`src/rtl/spim_pkg.sv`:
```
package spim_pkg;

    localparam int BUS_W     = 32;
    localparam int ADDR_W    = 5;
    localparam int DIV_W     = 16;
    localparam int CS_LINES  = 3;

    localparam logic [ADDR_W-1:0] OFS_CTRL = 5'h00;
    localparam logic [ADDR_W-1:0] OFS_DATA = 5'h04;
    localparam logic [ADDR_W-1:0] OFS_DIV  = 5'h08;

    localparam int B_CPHA    = 2;
    localparam int B_CPOL    = 3;
    localparam int B_FLUSH_T = 4;
    localparam int B_FLUSH_R = 5;
    localparam int B_POL_ALL = 6;
    localparam int B_RUN     = 7;
    localparam int B_IE_DONE = 9;
    localparam int B_IE_RX   = 10;
    localparam int B_STAT    = 16;
    localparam int B_LINEPOL = 21;

    typedef struct packed {
        logic [CS_LINES-1:0] line_pol;
        logic                ie_rx;
        logic                ie_done;
        logic                run;
        logic                pol_all;
        logic                cpol;
        logic                cpha;
        logic [1:0]          cs_pick;
    } ctrl_t;

    typedef struct packed {
        logic rx_full;
        logic rx_mark;
        logic tx_room;
        logic rx_avail;
        logic done;
    } stat_t;

    function automatic ctrl_t ctrl_from_word(input logic [BUS_W-1:0] w);
        ctrl_t c;
        c.line_pol = w[B_LINEPOL +: CS_LINES];
        c.ie_rx    = w[B_IE_RX];
        c.ie_done  = w[B_IE_DONE];
        c.run      = w[B_RUN];
        c.pol_all  = w[B_POL_ALL];
        c.cpol     = w[B_CPOL];
        c.cpha     = w[B_CPHA];
        c.cs_pick  = w[1:0];
        return c;
    endfunction

    function automatic logic [BUS_W-1:0] word_from_ctrl(input ctrl_t c, input stat_t s);
        logic [BUS_W-1:0] w;
        w = '0;
        w[B_LINEPOL +: CS_LINES] = c.line_pol;
        w[B_STAT +: 5]           = s;
        w[B_IE_RX]               = c.ie_rx;
        w[B_IE_DONE]             = c.ie_done;
        w[B_RUN]                 = c.run;
        w[B_POL_ALL]             = c.pol_all;
        w[B_CPOL]                = c.cpol;
        w[B_CPHA]                = c.cpha;
        w[1:0]                   = c.cs_pick;
        return w;
    endfunction

    // Half of the serial clock period, in system clocks.
    function automatic logic [DIV_W-1:0] half_period(input logic [DIV_W-1:0] d);
        if (d == '0)
            return {1'b1, {(DIV_W-1){1'b0}}};
        else if (d[DIV_W-1:1] == '0)
            return DIV_W'(1);
        else
            return {1'b0, d[DIV_W-1:1]};
    endfunction

endpackage

```
`src/rtl/spim_fifo.sv`:
```
module spim_fifo #(
    parameter int WIDTH = 8,
    parameter int DEPTH = 16,
    localparam int PTR_W = $clog2(DEPTH),
    localparam int CNT_W = $clog2(DEPTH + 1)
) (
    input  logic             clk,
    input  logic             rst,
    input  logic             flush,
    input  logic             push,
    input  logic [WIDTH-1:0] push_data,
    input  logic             pop,
    output logic [WIDTH-1:0] head,
    output logic [CNT_W-1:0] count,
    output logic             full,
    output logic             empty
);

    logic [WIDTH-1:0] mem [DEPTH];
    logic [PTR_W-1:0] wr_ptr, rd_ptr;
    logic             do_push, do_pop;

    assign full    = (count == CNT_W'(DEPTH));
    assign empty   = (count == '0);
    assign do_pop  = pop && !empty;
    assign do_push = push && (!full || do_pop);
    assign head    = mem[rd_ptr];

    function automatic logic [PTR_W-1:0] bump(input logic [PTR_W-1:0] p);
        return (p == PTR_W'(DEPTH - 1)) ? '0 : p + 1'b1;
    endfunction

    always_ff @(posedge clk) begin
        if (rst || flush) begin
            wr_ptr <= '0;
            rd_ptr <= '0;
            count  <= '0;
        end else begin
            if (do_push) wr_ptr <= bump(wr_ptr);
            if (do_pop)  rd_ptr <= bump(rd_ptr);
            case ({do_push, do_pop})
                2'b10:   count <= count + 1'b1;
                2'b01:   count <= count - 1'b1;
                default: count <= count;
            endcase
        end
    end

    always_ff @(posedge clk) begin
        if (do_push && !(rst || flush))
            mem[wr_ptr] <= push_data;
    end

    assert_no_overflow_R9: assert property (@(posedge clk) disable iff (rst)
        (push && full && !pop && !flush) |=> (count == $past(count)));

    assert_empty_read_R10: assert property (@(posedge clk) disable iff (rst)
        (pop && empty && !push && !flush) |=> empty);

endmodule

```
`src/rtl/spim_shifter.sv`:
```
module spim_shifter
    import spim_pkg::*;
#(
    parameter int DATA_W = 8,
    localparam int EDGES  = 2 * DATA_W,
    localparam int EDGE_W = $clog2(EDGES)
) (
    input  logic              clk,
    input  logic              rst,
    input  logic              may_start,
    input  logic [DATA_W-1:0] tx_byte,
    input  logic              cpol,
    input  logic              cpha,
    input  logic [DIV_W-1:0]  divider,
    input  logic              miso,
    output logic              take,
    output logic              busy,
    output logic              rx_push,
    output logic [DATA_W-1:0] rx_byte,
    output logic              sclk,
    output logic              mosi
);

    logic              busy_q, phase_q, mosi_q;
    logic [DIV_W-1:0]  tick_q, half;
    logic [EDGE_W-1:0] edge_q;
    logic [DATA_W-1:0] txsh_q, rxsh_q;
    logic              edge_now, leading, last_edge;

    assign half      = half_period(divider);
    assign take      = may_start && !busy_q;
    assign edge_now  = busy_q && (tick_q == half - 1'b1);
    assign leading   = ~edge_q[0];
    assign last_edge = (edge_q == EDGE_W'(EDGES - 1));

    assign busy    = busy_q;
    assign sclk    = cpol ^ phase_q;
    assign mosi    = mosi_q;
    assign rx_push = edge_now && last_edge;
    assign rx_byte = cpha ? {rxsh_q[DATA_W-2:0], miso} : rxsh_q;

    always_ff @(posedge clk) begin
        if (rst) begin
            busy_q  <= 1'b0;
            phase_q <= 1'b0;
            mosi_q  <= 1'b0;
            tick_q  <= '0;
            edge_q  <= '0;
            txsh_q  <= '0;
            rxsh_q  <= '0;
        end else if (take) begin
            busy_q  <= 1'b1;
            phase_q <= 1'b0;
            tick_q  <= '0;
            edge_q  <= '0;
            mosi_q  <= tx_byte[DATA_W-1];
            txsh_q  <= cpha ? tx_byte : (tx_byte << 1);
        end else if (edge_now) begin
            tick_q  <= '0;
            phase_q <= ~phase_q;
            edge_q  <= edge_q + 1'b1;
            if (leading == cpha) begin
                mosi_q <= txsh_q[DATA_W-1];
                txsh_q <= txsh_q << 1;
            end else begin
                rxsh_q <= {rxsh_q[DATA_W-2:0], miso};
            end
            if (last_edge)
                busy_q <= 1'b0;
        end else if (busy_q) begin
            tick_q <= tick_q + 1'b1;
        end
    end

    assert_idle_level_R3: assert property (@(posedge clk) disable iff (rst)
        !busy_q |-> (sclk == cpol));

endmodule

```
`src/rtl/spim_csgen.sv`:
```
module spim_csgen
    import spim_pkg::*;
(
    input  logic                run,
    input  logic [1:0]          pick,
    input  logic                pol_all,
    input  logic [CS_LINES-1:0] line_pol,
    output logic [CS_LINES-1:0] lines
);

    for (genvar i = 0; i < CS_LINES; i++) begin : g_line
        logic level_on, chosen;
        assign level_on = line_pol[i] | pol_all;
        assign chosen   = run && (pick == 2'(i));
        assign lines[i] = chosen ? level_on : ~level_on;
    end

endmodule

```
`src/rtl/spi_fifo_master.sv`:
```
module spi_fifo_master
    import spim_pkg::*;
#(
    parameter int DATA_W  = 8,
    parameter int Q_DEPTH = 16,
    parameter int RX_MARK = 12,
    localparam int CNT_W  = $clog2(Q_DEPTH + 1)
) (
    input  logic                clk,
    input  logic                rst,
    input  logic                bus_we,
    input  logic                bus_re,
    input  logic [ADDR_W-1:0]   bus_addr,
    input  logic [BUS_W-1:0]    bus_wdata,
    output logic [BUS_W-1:0]    bus_rdata,
    output logic                sclk,
    output logic                mosi,
    input  logic                miso,
    output logic [CS_LINES-1:0] cs_line,
    output logic                irq
);

    ctrl_t             ctrl_q;
    stat_t             stat;
    logic [DIV_W-1:0]  div_q;

    logic              wr_ctrl, wr_data, wr_div, rd_data;
    logic              flush_tx, flush_rx;
    logic [DATA_W-1:0] tx_head, rx_head, rx_byte;
    logic [CNT_W-1:0]  tx_cnt, rx_cnt;
    logic              tx_full, tx_empty, rx_full, rx_empty;
    logic              eng_take, eng_busy, rx_push;

    assign wr_ctrl  = bus_we && (bus_addr == OFS_CTRL);
    assign wr_data  = bus_we && (bus_addr == OFS_DATA);
    assign wr_div   = bus_we && (bus_addr == OFS_DIV);
    assign rd_data  = bus_re && (bus_addr == OFS_DATA);
    assign flush_tx = wr_ctrl && bus_wdata[B_FLUSH_T];
    assign flush_rx = wr_ctrl && bus_wdata[B_FLUSH_R];

    always_ff @(posedge clk) begin
        if (rst) begin
            ctrl_q <= '0;
            div_q  <= '0;
        end else begin
            if (wr_ctrl) ctrl_q <= ctrl_from_word(bus_wdata);
            if (wr_div)  div_q  <= bus_wdata[DIV_W-1:0];
        end
    end

    spim_fifo #(.WIDTH(DATA_W), .DEPTH(Q_DEPTH)) u_txq (
        .clk       (clk),
        .rst       (rst),
        .flush     (flush_tx),
        .push      (wr_data),
        .push_data (bus_wdata[DATA_W-1:0]),
        .pop       (eng_take),
        .head      (tx_head),
        .count     (tx_cnt),
        .full      (tx_full),
        .empty     (tx_empty)
    );

    spim_fifo #(.WIDTH(DATA_W), .DEPTH(Q_DEPTH)) u_rxq (
        .clk       (clk),
        .rst       (rst),
        .flush     (flush_rx),
        .push      (rx_push),
        .push_data (rx_byte),
        .pop       (rd_data),
        .head      (rx_head),
        .count     (rx_cnt),
        .full      (rx_full),
        .empty     (rx_empty)
    );

    spim_shifter #(.DATA_W(DATA_W)) u_eng (
        .clk       (clk),
        .rst       (rst),
        .may_start (ctrl_q.run && !tx_empty && !rx_full),
        .tx_byte   (tx_head),
        .cpol      (ctrl_q.cpol),
        .cpha      (ctrl_q.cpha),
        .divider   (div_q),
        .miso      (miso),
        .take      (eng_take),
        .busy      (eng_busy),
        .rx_push   (rx_push),
        .rx_byte   (rx_byte),
        .sclk      (sclk),
        .mosi      (mosi)
    );

    spim_csgen u_cs (
        .run      (ctrl_q.run),
        .pick     (ctrl_q.cs_pick),
        .pol_all  (ctrl_q.pol_all),
        .line_pol (ctrl_q.line_pol),
        .lines    (cs_line)
    );

    assign stat.done     = ctrl_q.run && tx_empty && !eng_busy;
    assign stat.rx_avail = !rx_empty;
    assign stat.tx_room  = !tx_full;
    assign stat.rx_mark  = (rx_cnt >= CNT_W'(RX_MARK));
    assign stat.rx_full  = rx_full;

    assign irq = (stat.done && ctrl_q.ie_done) || (stat.rx_mark && ctrl_q.ie_rx);

    always_comb begin
        case (bus_addr)
            OFS_CTRL: bus_rdata = word_from_ctrl(ctrl_q, stat);
            OFS_DATA: bus_rdata = rx_empty ? '0 : BUS_W'(rx_head);
            OFS_DIV:  bus_rdata = BUS_W'(div_q);
            default:  bus_rdata = '0;
        endcase
    end

    assert_no_lost_rx_R11: assert property (@(posedge clk) disable iff (rst)
        rx_push |-> !rx_full);

    assert_start_gated_R11: assert property (@(posedge clk) disable iff (rst)
        $rose(eng_busy) |-> !$past(rx_full));

    assert_irq_source_R7: assert property (@(posedge clk) disable iff (rst)
        irq |-> (ctrl_q.run || rx_cnt >= CNT_W'(RX_MARK)));

endmodule

```
`config.mk`:
```
export PLATFORM = sky130hd
export DESIGN_NAME = spi_fifo_master
export DESIGN_NICKNAME = d
export VERILOG_FILES = /design/src/rtl/spim_pkg.sv /design/src/rtl/spim_fifo.sv /design/src/rtl/spim_shifter.sv /design/src/rtl/spim_csgen.sv /design/src/rtl/spi_fifo_master.sv
export SDC_FILE = /design/constraint.sdc
export NUM_CORES = 1
export LEC_CHECK = 0
export BUFFER_PORTS_ARGS = -buffer_cell sky130_fd_sc_hd__buf_2
export CAP_MARGIN = 0
export CORE_AREA = 8 8 190 192
export DETAILED_ROUTE_END_ITERATION = 10
export DIE_AREA = 0 0 198 200
export GPL_ROUTABILITY_DRIVEN = 0
export PLACE_DENSITY = 0.77
export SYNTH_ARGS = -nofsm -noshare
export SYNTH_HDL_FRONTEND = slang
export SYNTH_HIERARCHICAL = 1
export SYNTH_SLANG_ARGS = --single-unit
```
`constraint.sdc`:
```
create_clock -name clk -period 4.8 [get_ports clk]
set_input_delay 0.72 -clock clk [delete_from_list [all_inputs] [get_ports clk]]
set_output_delay 0.72 -clock clk [all_outputs]
set_load 0.02 [all_outputs]
```
==> flow_summary.json, run 1 <==
{
  "path_clk_slew_ns": 0.06,
  "viasPerCell": 5.72,
  "cts.path.max_buffers": 3,
  "power.switching_uw": 1260,
  "clock-sinks": 356,
  "ys_types": 81,
  "use_met2_pct": 29.4,
  "hold_viol": 0,
  "worstPathArrival_ns": 4.95,
  "start_util_pct": 48.4,
  "hold_path.class": "in2reg",
  "ant_nets": 0,
  "critPathLaunch": "div_q[12]",
  "p_comb_share_pct": 1.9,
  "synth_top_family_by_area": "multiplexers",
  "crit_type": "reg2reg",
  "ff2ff_path_depth": 22,
  "fin_cells": 1713,
  "cts-htree-levels": 2,
  "wire_per_inst_um": 20.9,
  "cts_root_buf": "clkbuf_16",
  "r2r_end": "u_rxq/count[4]",
  "fp.dieH_um": 200,
  "vias": 9791,
  "synth_edf_count": 256,
  "drv_slew": 0,
  "synth-xor-area-share_pct": 2.33,
  "setup-violations-final": 0,
  "cts_buffers": 38,
  "syn_avg_cell_area_um2": 14.1,
  "drt_pass1_iterations": 5,
  "seq_area_frac_synth_pct": 60.5,
  "postCtsSetupBuffers": 0,
  "internal_power_uw": 5000,
  "synth-simple-area-share_pct": 13.0,
  "place.port_buffers": 58,
  "cp_max_fo": 4,
  "crit_path_end": "u_rxq/count[4]",
  "clock_skew_ns": 0.0145,
  "antenna_found_initial": 2,
  "wirelength_um": 35900,
  "initialDrtViolationCount": 803,
  "areaGrowthSynthToFinish_pct": 13.9,
  "place_inst": 1644,
  "grt_pass1_vias": 9754,
  "cellLeakagePower_uw": 0.00664,
  "gr-usage-met1_pct": 24.0,
  "final.min_clock_period_ns": 4.50,
  "maxCapViolCount": 0,
  "synthAdderAreaFrac_pct": 1.73,
  "status": "finished, final reports clean",
  "io_pins": 80,
  "synth_area_leader_cell": "edfxtp_1",
  "r2r_slack_ns": 0.30,
  "layout-drive-gt1-share_pct": 23.2,
  "end_kind": "register",
  "grt_max_degree": 79,
  "max_slew_margin_pct": 30.4,
  "final_util_pct": 55.1,
  "antenna_cells": 0,
  "core_area_um2": 33100,
  "fp.dieW_um": 198,
  "min_period_over_period_pct": 93.7,
  "clock_latency_ns": 0.53,
  "final_cell_mix": "edfxtp_1, dfxtp_1, nor2_1, nand2b_1, mux4_2",
  "ys_seq_elements": 356,
  "p_per_area_nw_per_um2": 343,
  "p_seq_share_pct": 52.3,
  "ys_warn_count": 6,
  "synthMuxAreaShare_pct": 13.5,
  "overflow": 0,
  "hold_path_depth": 3,
  "netlist.area_leader.share_pct": 48.0,
  "power.share.clock_pct": 45.8,
  "nets": 1299,
  "yosys-top-cells-area": "edfxtp_1, dfxtp_1, mux4_2",
  "hpwl_um": 24100,
  "netSwitchingFraction_pct": 20.2,
  "postSynthCellCount": 1137,
  "cp-start-kind": "register",
  "netlist_area_um2": 16000,
  "num_rows": 67,
  "grtUsageTotal_pct": 18.1,
  "synth-compound-area-share_pct": 6.38,
  "fmax_mhz": 222,
  "drc_errors": 0,
  "worst_pin_slew_ns": 1.04,
  "peakVddDrop_uv": 334,
  "top_usage_layer": "met2",
  "ys.flop_type": "edfxtp_1",
  "grt.met3_usage_pct": 3.59,
  "r2r-start": "div_q[12]",
  "grt_pass1_wl_um": 55200,
  "final_common_cell": "edfxtp_1",
  "cts_tree": "done",
  "async_reset_ff_share_pct": 0,
  "dieArea_um2": 39600,
  "critical_path_required_ns": 5.25
}
==> per-layer routing <==
metal	vias to the layer above	share of wire, %
met5	-	0.075
met4	4	2.7
met3	65	7.3
met2	305	48
met1	4877	42
li1	4540	-
==> synthesized netlist by cell type (5+ instances only) <==
| library cell | n |
|---|---|
| a221o_1 | 6 |
| mux2i_1 | 59 |
| buf_1 | 6 |
| a21oi_1 | 29 |
| inv_1 | 14 |
| and3_2 | 7 |
| xnor2_1 | 16 |
| nor2_1 | 78 |
| edfxtp_1 | 256 |
| nand3_1 | 23 |
| mux4_2 | 64 |
| or4_1 | 8 |
| o211ai_1 | 5 |
| buf_2 | 10 |
| clkbuf_1 | 32 |
| nor3_1 | 16 |
| and3_1 | 23 |
| nand4_1 | 7 |
| nand2_1 | 50 |
| xor2_1 | 24 |
| nor2b_1 | 17 |
| o21ai_0 | 12 |
| mux2_2 | 11 |
| or3_1 | 6 |
| a22oi_1 | 32 |
| and2_1 | 15 |
| dfxtp_1 | 100 |
| buf_4 | 11 |
| nand2b_1 | 71 |
| a211o_1 | 9 |
| ha_1 | 19 |
| nand3b_1 | 6 |
==> state kept, by name, summed over array words and instances, names as in the netlist, named ones only <==
register	count
u_txq/count	5
u_eng/tick_q	16
u_txq/mem	128
ctrl_q	11
u_rxq/mem	128
u_eng/edge_q	4
u_rxq/wr_ptr	4
u_eng/rxsh_q	8
u_txq/rd_ptr	4
u_txq/wr_ptr	4
u_eng/mosi	1
u_eng/busy	1
u_eng/phase_q	1
u_eng/txsh_q	8
u_rxq/count	5
u_rxq/rd_ptr	4
div_q	16
==> power by group through the flow <==
stage	registers, uW	logic, uW	clock network, uW
floorplan	3340	70.6	0
CTS	3270	118	2900
global route	3270	130	3020
finish	3270	120	2860
detailed placement	3340	118	0
global placement	3340	115	0
==> cells by family after synthesis <==
| family | Yosys count |
|---|---|
| flip-flops | 356 |
| buffers and inverters | 80 |
| XOR/XNOR | 41 |
| AND/OR/NAND/NOR | 365 |
| multiplexers | 134 |
| AO/OA/AOI/OAI | 139 |
| adder cells (fa/ha/maj) | 21 |
| other | 1 |
==> worst max-delay path: stages, from the launching register on <==
cell and delay, ns:
dfxtp_1 0.34, nor4_1 0.06, buf_4 0.15, nand3_1 0.09, nor2_1 0.05, nor2_1 0.10
ha_2 0.22, buf_4 0.11, or4b_4 0.48, nor4_4 0.30, xnor2_1 0.11, nand4b_1 0.17
or4_4 0.55, nor2_4 0.14, and2_4 0.18, nor2b_2 0.06, o21ai_4 0.06, inv_2 0.08
fa_1 0.39, a21o_1 0.22, a2111oi_2 0.29, o21ai_1 0.10, a31oi_1 0.17
==> metrics by stage <==
step                      instance area, um^2  setup TNS (ns)  power [uW]  hold WS (ns)  worst slack (ns)
after floorplan                         16000               0        3410         0.446            0.0536
after global placement                  17000               0        3460         0.456             0.163
after detailed placement                17000               0        3460         0.465            0.0915
after CTS                               18200               0        6300         0.444            0.0424
after global routing                    18200         -0.0237        6420         0.461           -0.0237
final                                   18200               0        6260         0.463             0.304
==> worst min path at each step <==
| stage | start | end | slack, ns |
|---|---|---|---|
| CTS | bus_wdata[12] | div_q[12] | 0.44 |
| detailed placement | u_eng/txsh_q[7] | u_eng/txsh_q[7] | 0.47 |
| finish | bus_wdata[14] | div_q[14] | 0.46 |
| global placement | u_eng/edge_q[3] | u_eng/edge_q[3] | 0.46 |
| global route | bus_wdata[14] | div_q[14] | 0.46 |
| floorplan | u_eng/rxsh_q[7] | u_eng/rxsh_q[7] | 0.45 |
==> timing repair <==
action | in CTS | in global routing
endpoints found under the setup margin | 0 | 50
hold buffers | 0 | 0
resized for setup | 0 | 10
==> area by class of cell <==
cell class | instances | area (um^2)
Tap cell | 448 | 561
Clock inverter | 19 | 191
Multi-Input combinational cell | 708 | 5980
Fill cell | 2561 | 14900
Inverter | 15 | 56.3
Timing Repair Buffer | 117 | 733
Clock buffer | 50 | 1030
Sequential cell | 356 | 9690
(Power assumes the default switching activity.)
==> run 2, diff against run 1 <==
--- a/config.mk
+++ b/config.mk
@@ -5,13 +5,14 @@
 export SDC_FILE = /design/constraint.sdc
 export NUM_CORES = 1
 export LEC_CHECK = 0
-export BUFFER_PORTS_ARGS = -buffer_cell sky130_fd_sc_hd__buf_2
+export BUFFER_PORTS_ARGS = -buffer_cell sky130_fd_sc_hd__buf_4
 export CAP_MARGIN = 0
 export CORE_AREA = 8 8 190 192
 export DETAILED_ROUTE_END_ITERATION = 10
 export DIE_AREA = 0 0 198 200
 export GPL_ROUTABILITY_DRIVEN = 0
 export PLACE_DENSITY = 0.77
+export RECOVER_POWER = 25
 export SYNTH_ARGS = -nofsm -noshare
 export SYNTH_HDL_FRONTEND = slang
 export SYNTH_HIERARCHICAL = 1
==> constraint.sdc (replaced) <==
create_clock -name clk -period 3.6 [get_ports clk]
set_input_delay 0.54 -clock clk [delete_from_list [all_inputs] [get_ports clk]]
set_output_delay 0.54 -clock clk [all_outputs]
set_load 0.02 [all_outputs]
==> flow_summary.json, run 2 (synthesis results as in run 1) <==
{
  "final_cell_mix": "edfxtp_1, buf_4, dfxtp_1, nand2b_1, nor2_1",
  "drv_slew": 0,
  "wirelength_um": 38500,
  "overflow": 0,
  "nets": 1344,
  "grt_pass1_wl_um": 58600,
  "dieArea_um2": 39600,
  "nFillCells": 2479,
  "place.port_buffers": 58,
  "viasPerCell": 5.86,
  "antenna_found_initial": 2,
  "vias": 10300,
  "areaGrowthSynthToFinish_pct": 19.4,
  "crit_type": "reg2reg",
  "ff2ff_path_depth": 21,
  "hpwl_um": 25400,
  "io_pins": 80,
  "num_rows": 67,
  "end_kind": "register",
  "fp.dieW_um": 198,
  "cp_max_fo": 5,
  "status": "finished, violations left",
  "cp.depth": 21,
  "cp_cell_sequence": "nor4_4, nand3_2, nor2_1, nor2_1, ha_2, or2b_1, a211o_1, a31oi_4, nand4b_1, or4_4, nor2_4, and2_4, nor2b_4, o21ai_4, inv_4, fa_2, buf_4, nand3_1, a21boi_2, a211o_1, a31oi_1",
  "cts.path.max_buffers": 3,
  "cp-start-kind": "register",
  "wire_per_inst_um": 22.0,
  "cts_tree": "done",
  "start_util_pct": 48.4,
  "ant_nets": 0,
  "drt_pass1_iterations": 5,
  "setup-violations-final": 153,
  "worstPathBufferInverterCount": 2,
  "hold_path_depth": 3,
  "clock_skew_ns": 0.0345,
  "top_regs": "u_rxq/mem x128, u_txq/mem x128",
  "worstPathArrival_ns": 4.70,
  "crit_path_max_incr_delay_ns": 0.55,
  "min_period_over_period_pct": 118,
  "finalSetupTns_ns": -76.46,
  "max_slew_margin_pct": 19.6,
  "cts-htree-levels": 2,
  "clock-sinks": 356,
  "dpl_worst_slack_ns": -0.670,
  "seq_area_um2": 9700,
  "hold_path.class": "in2reg",
  "drc_errors": 0,
  "grt_max_degree": 78,
  "peakVddDrop_uv": 442,
  "cellLeakagePower_uw": 0.00687,
  "critical_path_required_ns": 4.06,
  "path_clk_slew_ns": 0.06,
  "initialDrtViolationCount": 803,
  "cts_buffers": 37,
  "cp_slowest_cell": "or4_4",
  "grtUsageTotal_pct": 19.0,
  "clock_latency_ns": 0.54,
  "cpLargestDelayFamily": "simple AND/OR/NAND/NOR gates",
  "worst_pin_slew_ns": 1.19,
  "rsz0062_at_grt": "yes",
  "fmax_mhz": 236,
  "setup_ws_ns": -0.636,
  "core_area_um2": 33100,
  "p_per_area_nw_per_um2": 422,
  "antenna_cells": 0,
  "hold_viol": 0,
  "maxCapViolCount": 0,
  "fp.dieH_um": 200,
  "violations": "negative setup slack",
  "multiInputGateArea_um2": 6370,
  "final_common_cell": "edfxtp_1",
  "final.min_clock_period_ns": 4.24,
  "grt_pass1_vias": 10200,
  "layout-drive-gt1-share_pct": 28.9,
  "cts_root_buf": "clkbuf_16"
}
[run 2: cell count changes in the layout (fill, tap and decap cells not counted), sizes merged]
cell,previous run,this run
clkinv,10,15
clkinvlp,4,1
bufinv,3,1
buf,117,155
clkbuf,50,53
[run 2: final timing paths]
kind	from	endpoint	slack [ns]
worst max register to register	div_q[13]	u_rxq/count[4]	-0.64
worst min register to register	u_eng/txsh_q[6]	u_eng/txsh_q[6]	0.48
worst min-delay path	bus_wdata[13]	div_q[13]	0.28
worst max-delay path	div_q[13]	u_rxq/count[4]	-0.64
[run 2: power breakdown]
part	leakage (uW)	total [uW]	internal [uW]	switching (uW)
combinational	0.00296	181	67.9	113
sequential	0.00337	4370	4360	3.33
clock	0.000537	3530	1970	1550
total	0.00687	8080	6410	1670
[run 2: timing repair]
action | 4_1_cts | 5_1_grt
resized for setup | 14 | 38
hold buffers | 0 | 0
pin swaps | 12 | 14
setup buffers | 17 | 10
setup endpoints to repair | 136 | 166
[run 2: stage by stage]
step                      std cells  utilization [%]  area [um^2]  total power, uW  hold slack, ns
final                          1754             57.7        19100             8080           0.276
after global routing           1754             57.7        19100             8300           0.281
after CTS                      1745             57.1        18900             8130           0.267
after detailed placement       1664             53.1        17600             4630           0.467
after global placement         1664             53.1        17600             4630           0.460
after floorplan                1144                -        16300             4550           0.446
[run 2: routing by layer]
| layer | share of wire [%] | track usage (%) | wire length, um | up-vias |
|---|---|---|---|---|
| met5 | 0.067 | 0 | 26 | - |
| met4 | 3.9 | 7.94 | 1490 | 4 |
| met3 | 6.6 | 3.54 | 2550 | 95 |
| met2 | 49 | 32.1 | 19000 | 377 |
| met1 | 40 | 24.0 | 15400 | 5176 |
| li1 | - | - | - | 4623 |
[run 2: area by class of cell]
type | count | area share [%]
Sequential cell | 356 | 50.7
Multi-Input combinational cell | 708 | 33.3
Timing Repair Buffer | 163 | 6.92
Clock buffer | 45 | 5.00
Tap cell | 448 | 2.93
Clock inverter | 19 | 0.772
Inverter | 15 | 0.308
[run 2: worst reg2reg max path: stages, from the launching register on]
cell and delay [ns]:
dfxtp_2 0.33, nor4_4 0.31, nand3_2 0.13, nor2_1 0.10, nor2_1 0.06, ha_2 0.21, or2b_1 0.23, a211o_1 0.30
a31oi_4 0.19, nand4b_1 0.13, or4_4 0.55, nor2_4 0.10, and2_4 0.18, nor2b_4 0.06, o21ai_4 0.07, inv_4 0.07
fa_2 0.37, buf_4 0.15, nand3_1 0.11, a21boi_2 0.07, a211o_1 0.28, a31oi_1 0.16
